$ cat src/rtl/risc_field_decoder.sv
module risc_field_decoder (
  input  logic [31:0] insn_in,
  input  logic        little_endian,
  output logic [3:0]  uop,
  output logic        illegal,
  output logic        gpr_wr_en,
  output logic [4:0]  gpr_wr_sel,
  output logic        gpr_rd1_en,
  output logic [4:0]  gpr_rd1_sel,
  output logic        gpr_rd2_en,
  output logic [4:0]  gpr_rd2_sel,
  output logic        gpr_rd3_en,
  output logic [4:0]  gpr_rd3_sel,
  output logic        cr_wr_en,
  output logic [2:0]  cr_wr_sel,
  output logic        cr_rd1_en,
  output logic [2:0]  cr_rd1_sel,
  output logic        cr_rd2_en,
  output logic [2:0]  cr_rd2_sel,
  output logic        cr_rd3_en,
  output logic [2:0]  cr_rd3_sel,
  output logic        spr_rd_en,
  output logic        spr_rd_sel,
  output logic [63:0] imm,
  output logic [2:0]  mem_len,
  output logic        update,
  output logic        rec,
  output logic        link,
  output logic        absolute,
  output logic [4:0]  rot_sh,
  output logic [4:0]  rot_mb,
  output logic [4:0]  rot_me,
  output logic [4:0]  br_bo,
  output logic [4:0]  br_bi
);
  localparam logic [3:0] U_ILL = 4'd0, U_NOP = 4'd1, U_ADD = 4'd2, U_AND = 4'd3,
                         U_OR = 4'd4, U_LD = 4'd5, U_ST = 4'd6, U_CMP = 4'd7,
                         U_ROT = 4'd8, U_BR = 4'd9, U_CR = 4'd10;

  typedef enum logic [2:0] {IM_NONE, IM_U, IM_UH, IM_S, IM_SH, IM_LI, IM_BD} imode_t;

  logic [31:0] w;
  logic [5:0]  opc;
  logic [9:0]  xo;
  logic [4:0]  f_rt, f_ra, f_rb;
  imode_t      imode;

  assign w    = little_endian ? {insn_in[7:0], insn_in[15:8], insn_in[23:16], insn_in[31:24]}
                              : insn_in;
  assign opc  = w[31:26];
  assign xo   = w[10:1];
  assign f_rt = w[25:21];
  assign f_ra = w[20:16];
  assign f_rb = w[15:11];

  always_comb begin
    uop = U_ILL; illegal = 1'b0; imode = IM_NONE;
    gpr_wr_en = 1'b0;  gpr_wr_sel = '0;
    gpr_rd1_en = 1'b0; gpr_rd1_sel = '0;
    gpr_rd2_en = 1'b0; gpr_rd2_sel = '0;
    gpr_rd3_en = 1'b0; gpr_rd3_sel = '0;
    cr_wr_en = 1'b0;  cr_wr_sel = '0;
    cr_rd1_en = 1'b0; cr_rd1_sel = '0;
    cr_rd2_en = 1'b0; cr_rd2_sel = '0;
    cr_rd3_en = 1'b0; cr_rd3_sel = '0;
    spr_rd_en = 1'b0; spr_rd_sel = 1'b0;
    mem_len = '0; update = 1'b0; rec = 1'b0; link = 1'b0; absolute = 1'b0;
    rot_sh = '0; rot_mb = '0; rot_me = '0; br_bo = '0; br_bi = '0;
    case (opc)
      6'd31: case (xo)
        10'd266: begin
          uop = U_ADD; gpr_wr_en = 1'b1; gpr_wr_sel = f_rt;
          gpr_rd1_en = 1'b1; gpr_rd1_sel = f_ra; gpr_rd2_en = 1'b1; gpr_rd2_sel = f_rb;
          rec = w[0];
        end
        10'd28, 10'd444: begin
          uop = (xo == 10'd28) ? U_AND : U_OR;
          gpr_wr_en = 1'b1; gpr_wr_sel = f_ra;
          gpr_rd3_en = 1'b1; gpr_rd3_sel = f_rt; gpr_rd2_en = 1'b1; gpr_rd2_sel = f_rb;
          rec = w[0];
        end
        10'd23: begin
          uop = U_LD; mem_len = 3'd4; gpr_wr_en = 1'b1; gpr_wr_sel = f_rt;
          gpr_rd1_en = 1'b1; gpr_rd1_sel = f_ra; gpr_rd2_en = 1'b1; gpr_rd2_sel = f_rb;
        end
        10'd151: begin
          uop = U_ST; mem_len = 3'd4; gpr_rd3_en = 1'b1; gpr_rd3_sel = f_rt;
          gpr_rd1_en = 1'b1; gpr_rd1_sel = f_ra; gpr_rd2_en = 1'b1; gpr_rd2_sel = f_rb;
        end
        10'd0: begin
          uop = U_CMP; cr_wr_en = 1'b1; cr_wr_sel = w[25:23];
          gpr_rd1_en = 1'b1; gpr_rd1_sel = f_ra; gpr_rd2_en = 1'b1; gpr_rd2_sel = f_rb;
        end
        default: illegal = 1'b1;
      endcase
      6'd14, 6'd15: begin
        uop = U_ADD; gpr_wr_en = 1'b1; gpr_wr_sel = f_rt;
        gpr_rd1_en = 1'b1; gpr_rd1_sel = f_ra;
        imode = opc[0] ? IM_SH : IM_S;
      end
      6'd28, 6'd24, 6'd25: begin
        if (w == 32'h6000_0000) uop = U_NOP;
        else begin
          uop = (opc == 6'd28) ? U_AND : U_OR;
          gpr_wr_en = 1'b1; gpr_wr_sel = f_ra; gpr_rd3_en = 1'b1; gpr_rd3_sel = f_rt;
          imode = (opc == 6'd25) ? IM_UH : IM_U;
          rec = (opc == 6'd28);
        end
      end
      6'd32, 6'd33, 6'd34, 6'd35, 6'd40, 6'd41,
      6'd36, 6'd37, 6'd38, 6'd39, 6'd44, 6'd45: begin
        gpr_rd1_en = 1'b1; gpr_rd1_sel = f_ra; imode = IM_S; update = opc[0];
        case (opc[3:1])
          3'd0, 3'd2: mem_len = 3'd4;
          3'd1, 3'd3: mem_len = 3'd1;
          default:    mem_len = 3'd2;
        endcase
        if (opc[2] && opc[3:1] != 3'd4) begin
          uop = U_ST; gpr_rd3_en = 1'b1; gpr_rd3_sel = f_rt;
        end else begin
          uop = U_LD; gpr_wr_en = 1'b1; gpr_wr_sel = f_rt;
        end
      end
      6'd20, 6'd21, 6'd23: begin
        uop = U_ROT; gpr_wr_en = 1'b1; gpr_wr_sel = f_ra;
        gpr_rd3_en = 1'b1; gpr_rd3_sel = f_rt;
        rot_sh = f_rb; rot_mb = w[10:6]; rot_me = w[5:1]; rec = w[0];
        if (opc == 6'd23) begin gpr_rd2_en = 1'b1; gpr_rd2_sel = f_rb; end
        if (opc == 6'd20) begin gpr_rd1_en = 1'b1; gpr_rd1_sel = f_ra; end
      end
      6'd18: begin
        uop = U_BR; imode = IM_LI; link = w[0]; absolute = w[1];
      end
      6'd16: begin
        uop = U_BR; imode = IM_BD; link = w[0]; absolute = w[1];
        br_bo = f_rt; br_bi = f_ra; cr_rd1_en = 1'b1; cr_rd1_sel = f_ra[4:2];
      end
      6'd19: case (xo)
        10'd16, 10'd528: begin
          uop = U_BR; link = w[0]; br_bo = f_rt; br_bi = f_ra;
          cr_rd1_en = 1'b1; cr_rd1_sel = f_ra[4:2];
          spr_rd_en = 1'b1; spr_rd_sel = (xo == 10'd528);
        end
        10'd257: begin
          uop = U_CR;
          cr_rd1_en = 1'b1; cr_rd1_sel = f_ra[4:2];
          cr_rd2_en = 1'b1; cr_rd2_sel = f_rb[4:2];
          cr_rd3_en = 1'b1; cr_rd3_sel = f_rt[4:2];
          cr_wr_en = 1'b1;  cr_wr_sel = f_rt[4:2];
        end
        default: illegal = 1'b1;
      endcase
      default: illegal = 1'b1;
    endcase

    case (imode)
      IM_U:    imm = {48'h0, w[15:0]};
      IM_UH:   imm = {32'h0, w[15:0], 16'h0};
      IM_S:    imm = {{48{w[15]}}, w[15:0]};
      IM_SH:   imm = {{32{w[15]}}, w[15:0], 16'h0};
      IM_LI:   imm = {{38{w[25]}}, w[25:2], 2'b00};
      IM_BD:   imm = {{48{w[15]}}, w[15:2], 2'b00};
      default: imm = '0;
    endcase

    p_illegal_quiet_r1: assert (!illegal || (uop == U_ILL && !gpr_wr_en && !cr_wr_en &&
                                !gpr_rd1_en && !gpr_rd2_en && !gpr_rd3_en && !spr_rd_en &&
                                imm == '0 && mem_len == '0))
      else $error("illegal word left outputs active");
    p_nop_word_r3: assert (w != 32'h6000_0000 || (uop == U_NOP && !gpr_wr_en && !gpr_rd3_en))
      else $error("no-op word not decoded as no-op");
    p_store_nowrite_r5: assert (uop != U_ST || (!gpr_wr_en && gpr_rd3_en))
      else $error("store routing broken");
    p_len_mem_r8: assert (((mem_len != '0) == (uop == U_LD || uop == U_ST)) &&
                          (!update || mem_len != '0))
      else $error("length or update outside memory ops");
    p_spr_branch_r11: assert (!spr_rd_en || uop == U_BR)
      else $error("special-register read outside branches");
    p_crwr_r12: assert (!cr_wr_en || uop == U_CMP || uop == U_CR)
      else $error("CR write from wrong class");
  end
endmodule

$ cat config.mk
export PLATFORM = sky130hd
export DESIGN_NAME = risc_field_decoder
export DESIGN_NICKNAME = d
export VERILOG_FILES = /design/src/rtl/risc_field_decoder.sv
export SDC_FILE = /design/constraint.sdc
export NUM_CORES = 1
export LEC_CHECK = 0
export BUFFER_PORTS_ARGS = -buffer_cell sky130_fd_sc_hd__buf_2
export CORE_MARGIN = 2
export CORE_UTILIZATION = 38
export DETAILED_ROUTE_END_ITERATION = 7
export PLACE_DENSITY = 0.8
export SKIP_LAST_GASP = 1
export SYNTH_ARGS = -nofsm -noshare
export SYNTH_HDL_FRONTEND = slang
export SYNTH_SLANG_ARGS = --single-unit
$ cat constraint.sdc
create_clock -name vclk -period 2.84
set_clock_uncertainty 0.05 [all_clocks]
set_input_delay 0.142 -clock vclk [all_inputs]
set_output_delay 0.142 -clock vclk [all_outputs]
set_load 0.05 [all_outputs]
==> results of run 1 <==
[worst max-delay path by stage]
stage	to	slack, ns	depth (start not counted)
6_report	cr_rd2_sel[0]	0.09	9
3_5_place_dp	cr_rd1_sel[2]	-0.05	9
2_1_floorplan	br_bi[4]	-0.07	7
3_3_place_gp	cr_rd1_sel[2]	-0.05	9
4_1_cts	imm[44]	0.02	10
5_1_grt	gpr_rd1_sel[4]	-0.009	10
[worst min-delay path: stages]
cell and delay [ns]:
buf_2 0.16, mux2i_1 0.14, nor2_1 0.05, buf_2 0.20
[cells by family (layout without fill, tap and decap cells)]
logic type	Yosys count	in the layout	share of synthesized area
AO/OA/AOI/OAI	81	81	0.266
buffers and inverters	62	216	0.175
multiplexers	30	30	0.131
AND/OR/NAND/NOR	180	180	0.428
[cell type report]
type / instances / area (um^2)
fillers: 597 / 2670
multi-input cells: 291 / 1930
repair buffers: 207 / 1170
well taps: 75 / 93.8
inverters: 9 / 33.8
[timing repair]
item / 4_1_cts / 5_1_grt
pin swaps: 1 / 1
setup buffers: 1 / 0
setup endpoints to repair: 13 / 53
resized for setup: 0 / 23
[per-stage QoR]
| stage | util | std cells | setup TNS, ns | area, um^2 | hold slack [ns] |
|---|---|---|---|---|---|
| 4_1_cts | 0.538 | 582 | 0 | 3170 | 0.789 |
| 2_1_floorplan | - | 353 | -0.848 | 2320 | 0.631 |
| 3_5_place_dp | 0.537 | 581 | -0.329 | 3160 | 0.784 |
| 6_report | 0.547 | 582 | 0 | 3220 | 0.789 |
| 5_1_grt | 0.547 | 582 | -0.00860 | 3220 | 0.828 |
| 3_3_place_gp | 0.537 | 581 | -0.382 | 3160 | 0.805 |
[synthesized netlist by cell type, types with 3 or more instances]
master / count / area, um^2
and2_1: 3 / 18.8
a211oi_1: 3 / 22.5
a21oi_1: 15 / 75.1
o221ai_1: 9 / 78.8
a31oi_1: 4 / 25.0
nor2b_1: 3 / 18.8
nand4_1: 3 / 18.8
nor3b_1: 5 / 37.5
or3b_2: 5 / 43.8
nor2_1: 72 / 270
buf_2: 7 / 35.0
clkbuf_1: 7 / 26.3
buf_6: 4 / 45.0
mux2i_1: 29 / 290
o21a_1: 3 / 22.5
a31o_2: 3 / 26.3
o21ai_0: 13 / 65.1
or3b_1: 6 / 52.6
nand3b_1: 9 / 67.6
inv_1: 9 / 33.8
buf_4: 35 / 263
o22ai_1: 6 / 37.5
nor3_1: 5 / 25.0
nand2b_1: 3 / 18.8
a222oi_1: 3 / 30.0
nor2_2: 3 / 18.8
nand3_1: 13 / 65.1
or3_1: 6 / 37.5
nand2_1: 26 / 97.6
a22oi_1: 4 / 30.0
[where the power goes]
part | total, mW | switching (mW) | internal, mW
Sequential | 0 | 0 | 0
Clock | 0 | 0 | 0
Combinational | 0.816 | 0.618 | 0.198
[routing by layer]
layer | global-route usage | part of all wire | vias up
li1 | - | - | 1575
met1 | 0.364 | 0.40 | 1552
met2 | 0.530 | 0.50 | 176
met3 | 0.0165 | 0.071 | 17
met4 | 0.0683 | 0.025 | 0
met5 | 0 | 0 | -
==> impl_metrics.csv, run 1 <==
group,metric,value,unit
detailed_routing,initialDrtViolationCount,203,
final_layout,seq_cells,0,
pwr,leakage,1.91,nW
global_routing,overflow,0,
yosys,syn-cell-area,0.00231,mm^2
detailed_routing,drt-pass1-iter-count,5,
placed_design,place_ws,-0.0467,ns
detailed_routing,ant_nets,0,
final_layout,seqCellArea,0,um^2
global_routing,grt_usage,0.288,
pwr,finalPower,816,uW
yosys,synthCells,353,
final_layout,n_antenna_cell,0,
final_layout,nets,542,
setup_path,cp-start-kind,"primary input",
setup_path,required,2.65,ns
global_routing,antenna_found_initial,0,
timing,rsz0062_at_grt,"yes",
floorplanning,initial_core_util,0.392,
detailed_routing,via_per_inst,5.70,
setup_path,slowest_stage,"a222oi_1",
global_routing,grt_pass1_wl,15000,um
setup_path,slowest_delay,0.47,ns
floorplanning,die_area,0.00671,mm^2
final_layout,area_growth_syn_to_layout,39.7,%
yosys,ys_types,64,
status,outcome,"complete, no violations",
setup_path,crit_start,"little_endian",
floorplanning,core-area,0.00589,mm^2
timing,drv_slew,0,
setup_path,critPathMaxFanout,14,
hold_path,holdPathEnd,"update",
yosys,synth_warnings,0,
pwr,peakVddDrop,221,uV
final_layout,drive_gt1_frac,0.477,
timing,setup_ws,0.0947,ns
placed_design,hpwlAfterDp,8900,um
final_layout,layout_commonest_cell,"buf_2",
pwr,powerDensity,253,mW/mm^2
final_layout,clockBufferCount,0,
setup_path,crit_type,"in -> out",
timing,period_share,0.967,
run,drv_cap,0,
placed_design,gp_congestion,0.952,
final_layout,final_cell_mix,"buf_2 (163), nor2_1 (69), buf_4 (32)",
timing,hold_viol,0,
timing,slew_headroom,0.479,
timing,finalSetupViolations,0,
hold_path,min_path_type,"in -> out",
floorplanning,fp.dieH,81.9,um
detailed_routing,wl_per_cell,18.4,um
global_routing,grt_max_degree,33,
floorplanning,die_w,81.9,um
setup_path,arrival,2.55,ns
hold_path,hold_depth,4,
setup_path,cp.buffers_inverters,4,
global_routing,grt_pass1_vias,2828,
floorplanning,pin_count,176,
yosys,synth_nets,386,
floorplanning,rows,28,
timing,tightest_slew,0.780,ns
setup_path,cp_top_family,"simple AND/OR/NAND/NOR gates",
yosys,ys_seq_area_frac,0,
timing,max_freq,0.364,GHz
setup_path,crit_chain,"clkbuf_4 -> buf_12 -> or3_1 -> a222oi_1 -> nand4_1 -> nand4b_4 -> buf_4 -> nor2_1 -> buf_2",
placed_design,port_buffers,176,
detailed_routing,wirelength,10700,um
yosys,synth_area_per_cell,6.53,um^2
clocking,cts_hold_buf,0,
timing,post-route-min-period,2.75,ns
detailed_routing,route.detailed.drc,0,
hold_path,worstHoldStart,"insn_in[26]",
detailed_routing,via_count,3320,
setup_path,worstSetupEndpointType,"primary output",
Note: power is estimated with default switching activity, not from simulation.
==> run 2: changes to the inputs <==
--- a/config.mk
+++ b/config.mk
@@ -9,7 +9,7 @@
 export CORE_MARGIN = 2
 export CORE_UTILIZATION = 38
 export DETAILED_ROUTE_END_ITERATION = 7
-export PLACE_DENSITY = 0.8
+export PLACE_DENSITY_LB_ADDON = 0.15
 export SKIP_LAST_GASP = 1
 export SYNTH_ARGS = -nofsm -noshare
 export SYNTH_HDL_FRONTEND = slang
==> run 2 against run 1 <==
  * Non-clock buffer count unchanged
  * Worst setup slack worse by 0.034 ns
  * Combinational power hardly changed
  * Largest power group unchanged
  * Highest routed layer unchanged
  * Sequential cell count stayed put
==> impl_metrics.csv, run 2 (same netlist as run 1, synthesis figures left out) <==
group,metric,value,unit
status,outcome,"complete, no violations",
final_layout,final_cell_mix,"buf_2 (173), nor2_1 (69), buf_4 (30)",
detailed_routing,wirelength,11000,um
final_layout,layout_commonest_cell,"buf_2",
timing,tightest_slew,0.694,ns
floorplanning,pin_count,176,
floorplanning,die_area,0.00671,mm^2
placed_design,postPlaceCellArea,0.00318,mm^2
floorplanning,initial_core_util,0.392,
setup_path,cp-start-kind,"primary input",
setup_path,slowest_stage,"a222oi_1",
setup_path,slowest_delay,0.46,ns
timing,tns,0,ns
timing,post-route-min-period,2.78,ns
floorplanning,rows,28,
hold_path,hold_depth,4,
setup_path,crit_type,"in -> out",
floorplanning,die_w,81.9,um
timing,slew_headroom,0.524,
setup_path,arrival,2.59,ns
final_layout,area_growth_syn_to_layout,39.0,%
timing,hold_viol,0,
final_layout,n_antenna_cell,0,
setup_path,worstSetupEndpointType,"primary output",
final_layout,drive_gt1_frac,0.479,
placed_design,hpwlAfterDp,8960,um
timing,finalSetupViolations,0,
detailed_routing,ant_nets,0,
placed_design,gp_congestion,1.02,
global_routing,antenna_found_initial,0,
placed_design,port_buffers,176,
final_layout,nets,542,
detailed_routing,route.detailed.drc,0,
setup_path,cp_top_family,"simple AND/OR/NAND/NOR gates",
final_layout,seqCellArea,0,um^2
global_routing,grt_pass1_wl,15400,um
final_layout,seq_cells,0,
final_layout,fin_area,0.00321,mm^2
global_routing,grt_usage,0.297,
run,drv_cap,0,
timing,max_freq,0.360,GHz
final_layout,clockBufferCount,0,
hold_path,min_path_type,"in -> out",
setup_path,crit_chain,"buf_2 -> buf_4 -> or3b_1 -> a222oi_1 -> nand4_1 -> nand4b_4 -> buf_4 -> nor2_1 -> buf_2",
timing,period_share,0.979,
detailed_routing,wl_per_cell,18.9,um
detailed_routing,via_per_inst,5.77,
pwr,finalPower,815,uW
pwr,peakVddDrop,277,uV
timing,hold_slack,0.828,ns
setup_path,critPathMaxFanout,14,
hold_path,holdPathEnd,"update",
hold_path,worstHoldStart,"insn_in[26]",
floorplanning,fp.dieH,81.9,um
floorplanning,core-area,0.00589,mm^2
setup_path,required,2.65,ns
detailed_routing,via_count,3360,
global_routing,overflow,0,
detailed_routing,initialDrtViolationCount,210,
global_routing,grt_pass1_vias,2743,
detailed_routing,drt-pass1-iter-count,5,
pwr,powerDensity,254,mW/mm^2
pwr,leakage,1.91,nW
timing,drv_slew,0,
setup_path,cp.buffers_inverters,4,
global_routing,grt_max_degree,33,
run 2: repair_timing:
action / 4_1_cts / 5_1_grt
endpoints found under the setup margin: 7 / 47
pin swaps: 0 / 2
resized for setup: 1 / 6
setup buffers: 0 / 1
hold buffers: 0 / 0
run 2: final cells by class:
| cell class | count | area, um^2 |
|---|---|---|
| fill | 639 | 2680 |
| inverter | 9 | 33.8 |
| multi-input combinational | 291 | 1930 |
| tap | 75 | 93.8 |
| timing repair buffer | 207 | 1150 |
run 2: worst max path at each step:
stage / cells past startpoint / start / end / slack (ns)
after detailed placement: 10 / little_endian / gpr_rd1_sel[0] / -0.05
final: 9 / little_endian / cr_rd3_sel[0] / 0.06
after global placement: 10 / little_endian / gpr_rd1_sel[0] / -0.14
after floorplan: 7 / little_endian / br_bi[4] / -0.07
after CTS: 10 / little_endian / gpr_rd1_sel[0] / 0.08
after global routing: 10 / little_endian / gpr_rd1_sel[1] / -0.01
run 2: per-stage QoR:
step                      setup WS, ns  utilization  cells
final                           0.0606        0.545    582
after global routing           -0.0112        0.545    582
after CTS                       0.0821        0.540    581
after detailed placement       -0.0527        0.540    581
after global placement          -0.144        0.540    581
after floorplan                -0.0705            -    353
run 2: report_power, final:
| part | total (mW) | switching [mW] | internal, mW |
|---|---|---|---|
| Combinational | 0.815 | 0.618 | 0.197 |
| Sequential | 0 | 0 | 0 |
| Clock | 0 | 0 | 0 |
run 2: metal layers:
| metal | GRT usage | wire, um | vias up |
|---|---|---|---|
| li1 | - | - | 1576 |
| met1 | 0.381 | 4520 | 1568 |
| met2 | 0.533 | 5260 | 193 |
| met3 | 0.0231 | 910 | 23 |
| met4 | 0.0750 | 281 | 0 |
| met5 | 0 | 0 | - |
==> run 3: changes to the inputs <==
==> constraint.sdc (replaced) <==
create_clock -name vclk -period 2.84
set_clock_uncertainty 0.05 [all_clocks]
set_input_delay 0.284 -clock vclk [all_inputs]
set_output_delay 0.284 -clock vclk [all_outputs]
set_load 0.05 [all_outputs]
==> run 3 against run 2 <==
  * Critical path depth increased by 1
  * Core utilization grew 18 points
  * Worst hold slack better by 0.27 ns
  * Sequential cell count is the same
  * Via count grew 11%
  * Clock-buffer cell count is the same
  * Critical path type unchanged
  * Largest cell class unchanged
==> impl_metrics.csv, run 3 (same netlist as run 1, synthesis figures left out) <==
group,metric,value,unit
status,outcome,"complete, no violations",
placed_design,port_buffers,176,
global_routing,use_met2,0.584,
timing,hold_viol,0,
run,drv_cap,0,
pwr,p_int,316,uW
setup_path,slowest_delay,0.41,ns
timing,max_freq,0.354,GHz
global_routing,grt_pass1_wl,17200,um
setup_path,crit_chain,"buf_4 -> buf_4 -> or3_1 -> a22oi_2 -> buf_4 -> nand3_1 -> o21a_1 -> a31o_2 -> a21oi_2 -> buf_4",
setup_path,critPathMaxFanout,17,
final_layout,layout_commonest_cell,"buf_4",
detailed_routing,ant_nets,0,
timing,tns,0,ns
pwr,leakage,2.30,nW
final_layout,seq_cells,0,
detailed_routing,drt-pass1-iter-count,4,
global_routing,antenna_found_initial,0,
setup_path,cp_top_family,"compound AO/OA/AOI/OAI gates",
placed_design,postPlaceCellArea,0.00373,mm^2
setup_path,crit_top_cell,"buf_4",
pwr,peakVddDrop,214,uV
floorplanning,initial_core_util,0.392,
final_layout,area_growth_syn_to_layout,85.8,%
global_routing,use_met3,0.0418,
final_layout,seqCellArea,0,um^2
timing,drv_slew,0,
final_layout,fin_area,0.00429,mm^2
setup_path,slowest_stage,"or3_1",
floorplanning,die_area,0.00671,mm^2
floorplanning,core-area,0.00589,mm^2
floorplanning,pin_count,176,
detailed_routing,wirelength,12500,um
floorplanning,fp.dieH,81.9,um
final_layout,drive_gt1_frac,0.610,
global_routing,grt.busiest_layer,"met2",
pwr,power.switching,670,uW
detailed_routing,route.detailed.drc,0,
floorplanning,die_w,81.9,um
timing,tightest_slew,0.484,ns
final_layout,fillers,487,
pwr,combPwrFrac,1.000,
detailed_routing,via_per_inst,5.71,
detailed_routing,wl_per_cell,19.2,um
global_routing,overflow,0,
global_routing,grt_max_degree,23,
pwr,powerDensity,230,mW/mm^2
global_routing,use_met1,0.427,
final_layout,finalNonFillerCells,650,
final_layout,nets,610,
setup_path,cp.buffers_inverters,4,
hold_path,min_path_type,"in -> out",
detailed_routing,initialDrtViolationCount,227,
placed_design,gp_congestion,0.953,
detailed_routing,via_count,3713,
final_layout,n_antenna_cell,0,
final_layout,clockBufferCount,0,
pwr,finalPower,985,uW
pwr,clkPwrFrac,0,
global_routing,grt_pass1_vias,3185,
floorplanning,rows,28,
timing,slew_headroom,0.668,
timing,period_share,0.996,
timing,post-route-min-period,2.83,ns
timing,rsz0062_at_grt,"yes",
setup_path,required,2.51,ns
placed_design,placedCellCount,635,
pwr,swShare,0.680,
timing,finalSetupViolations,0,
setup_path,cp-start-kind,"primary input",
setup_path,arrival,2.49,ns
pwr,pwr-share-seq,0,
global_routing,grt_usage,0.331,
placed_design,hpwlAfterDp,9400,um
final_layout,final_cell_mix,"buf_4 (153), buf_2 (83), nor2_1 (53)",
setup_path,crit_type,"in -> out",
setup_path,worstSetupEndpointType,"primary output",
==> run 3: layout make-up <==
cell class                 instances  area, um^2  share of cell area
multi-input combinational        292        2180               0.509
inverter                           9        33.8             0.00788
timing repair buffer             274        1980               0.461
tap                               75        93.8              0.0219
==> run 3: layer usage <==
layer	up-vias	wire length [um]
li1	1714	-
met1	1783	4960
met2	193	6260
met3	23	1050
met4	0	208
met5	-	0
==> run 3: stage by stage <==
step / setup slack, ns / utilization / hold WS, ns
after detailed placement: -0.230 / 0.633 / 1.12
after global placement: -0.158 / 0.633 / 1.12
after global routing: -0.0306 / 0.728 / 1.14
after CTS: -0.0525 / 0.691 / 1.09
after floorplan: -0.344 / - / 0.915
final: 0.0113 / 0.728 / 1.10
==> run 3: worst min-delay path: stages <==
cell	delay [ns]
buf_2	0.11
mux2i_1	0.13
nor2_1	0.13
buf_4	0.20
==> run 3: final timing paths <==
path                      start              to  slack (ns)  depth (start not counted)
setup / recovery  little_endian  gpr_rd2_sel[0]        0.01                         10
hold / removal      insn_in[11]         imm[11]        1.10                          4
==> run 3: power groups by stage <==
stage	sequential [mW]	combinational [mW]	clock, mW
floorplan	0	0.643	0
detailed placement	0	0.868	0
global route	0	1.03	0
global placement	0	0.864	0
finish	0	0.985	0
CTS	0	0.932	0
==> run 3: what timing repair did <==
action	in CTS	in global routing
buffers inserted	8	6
hold buffers	0	0
endpoints found under the setup margin	109	120
pin swaps	3	8
gates resized for setup	92	57
gates cloned	1	0
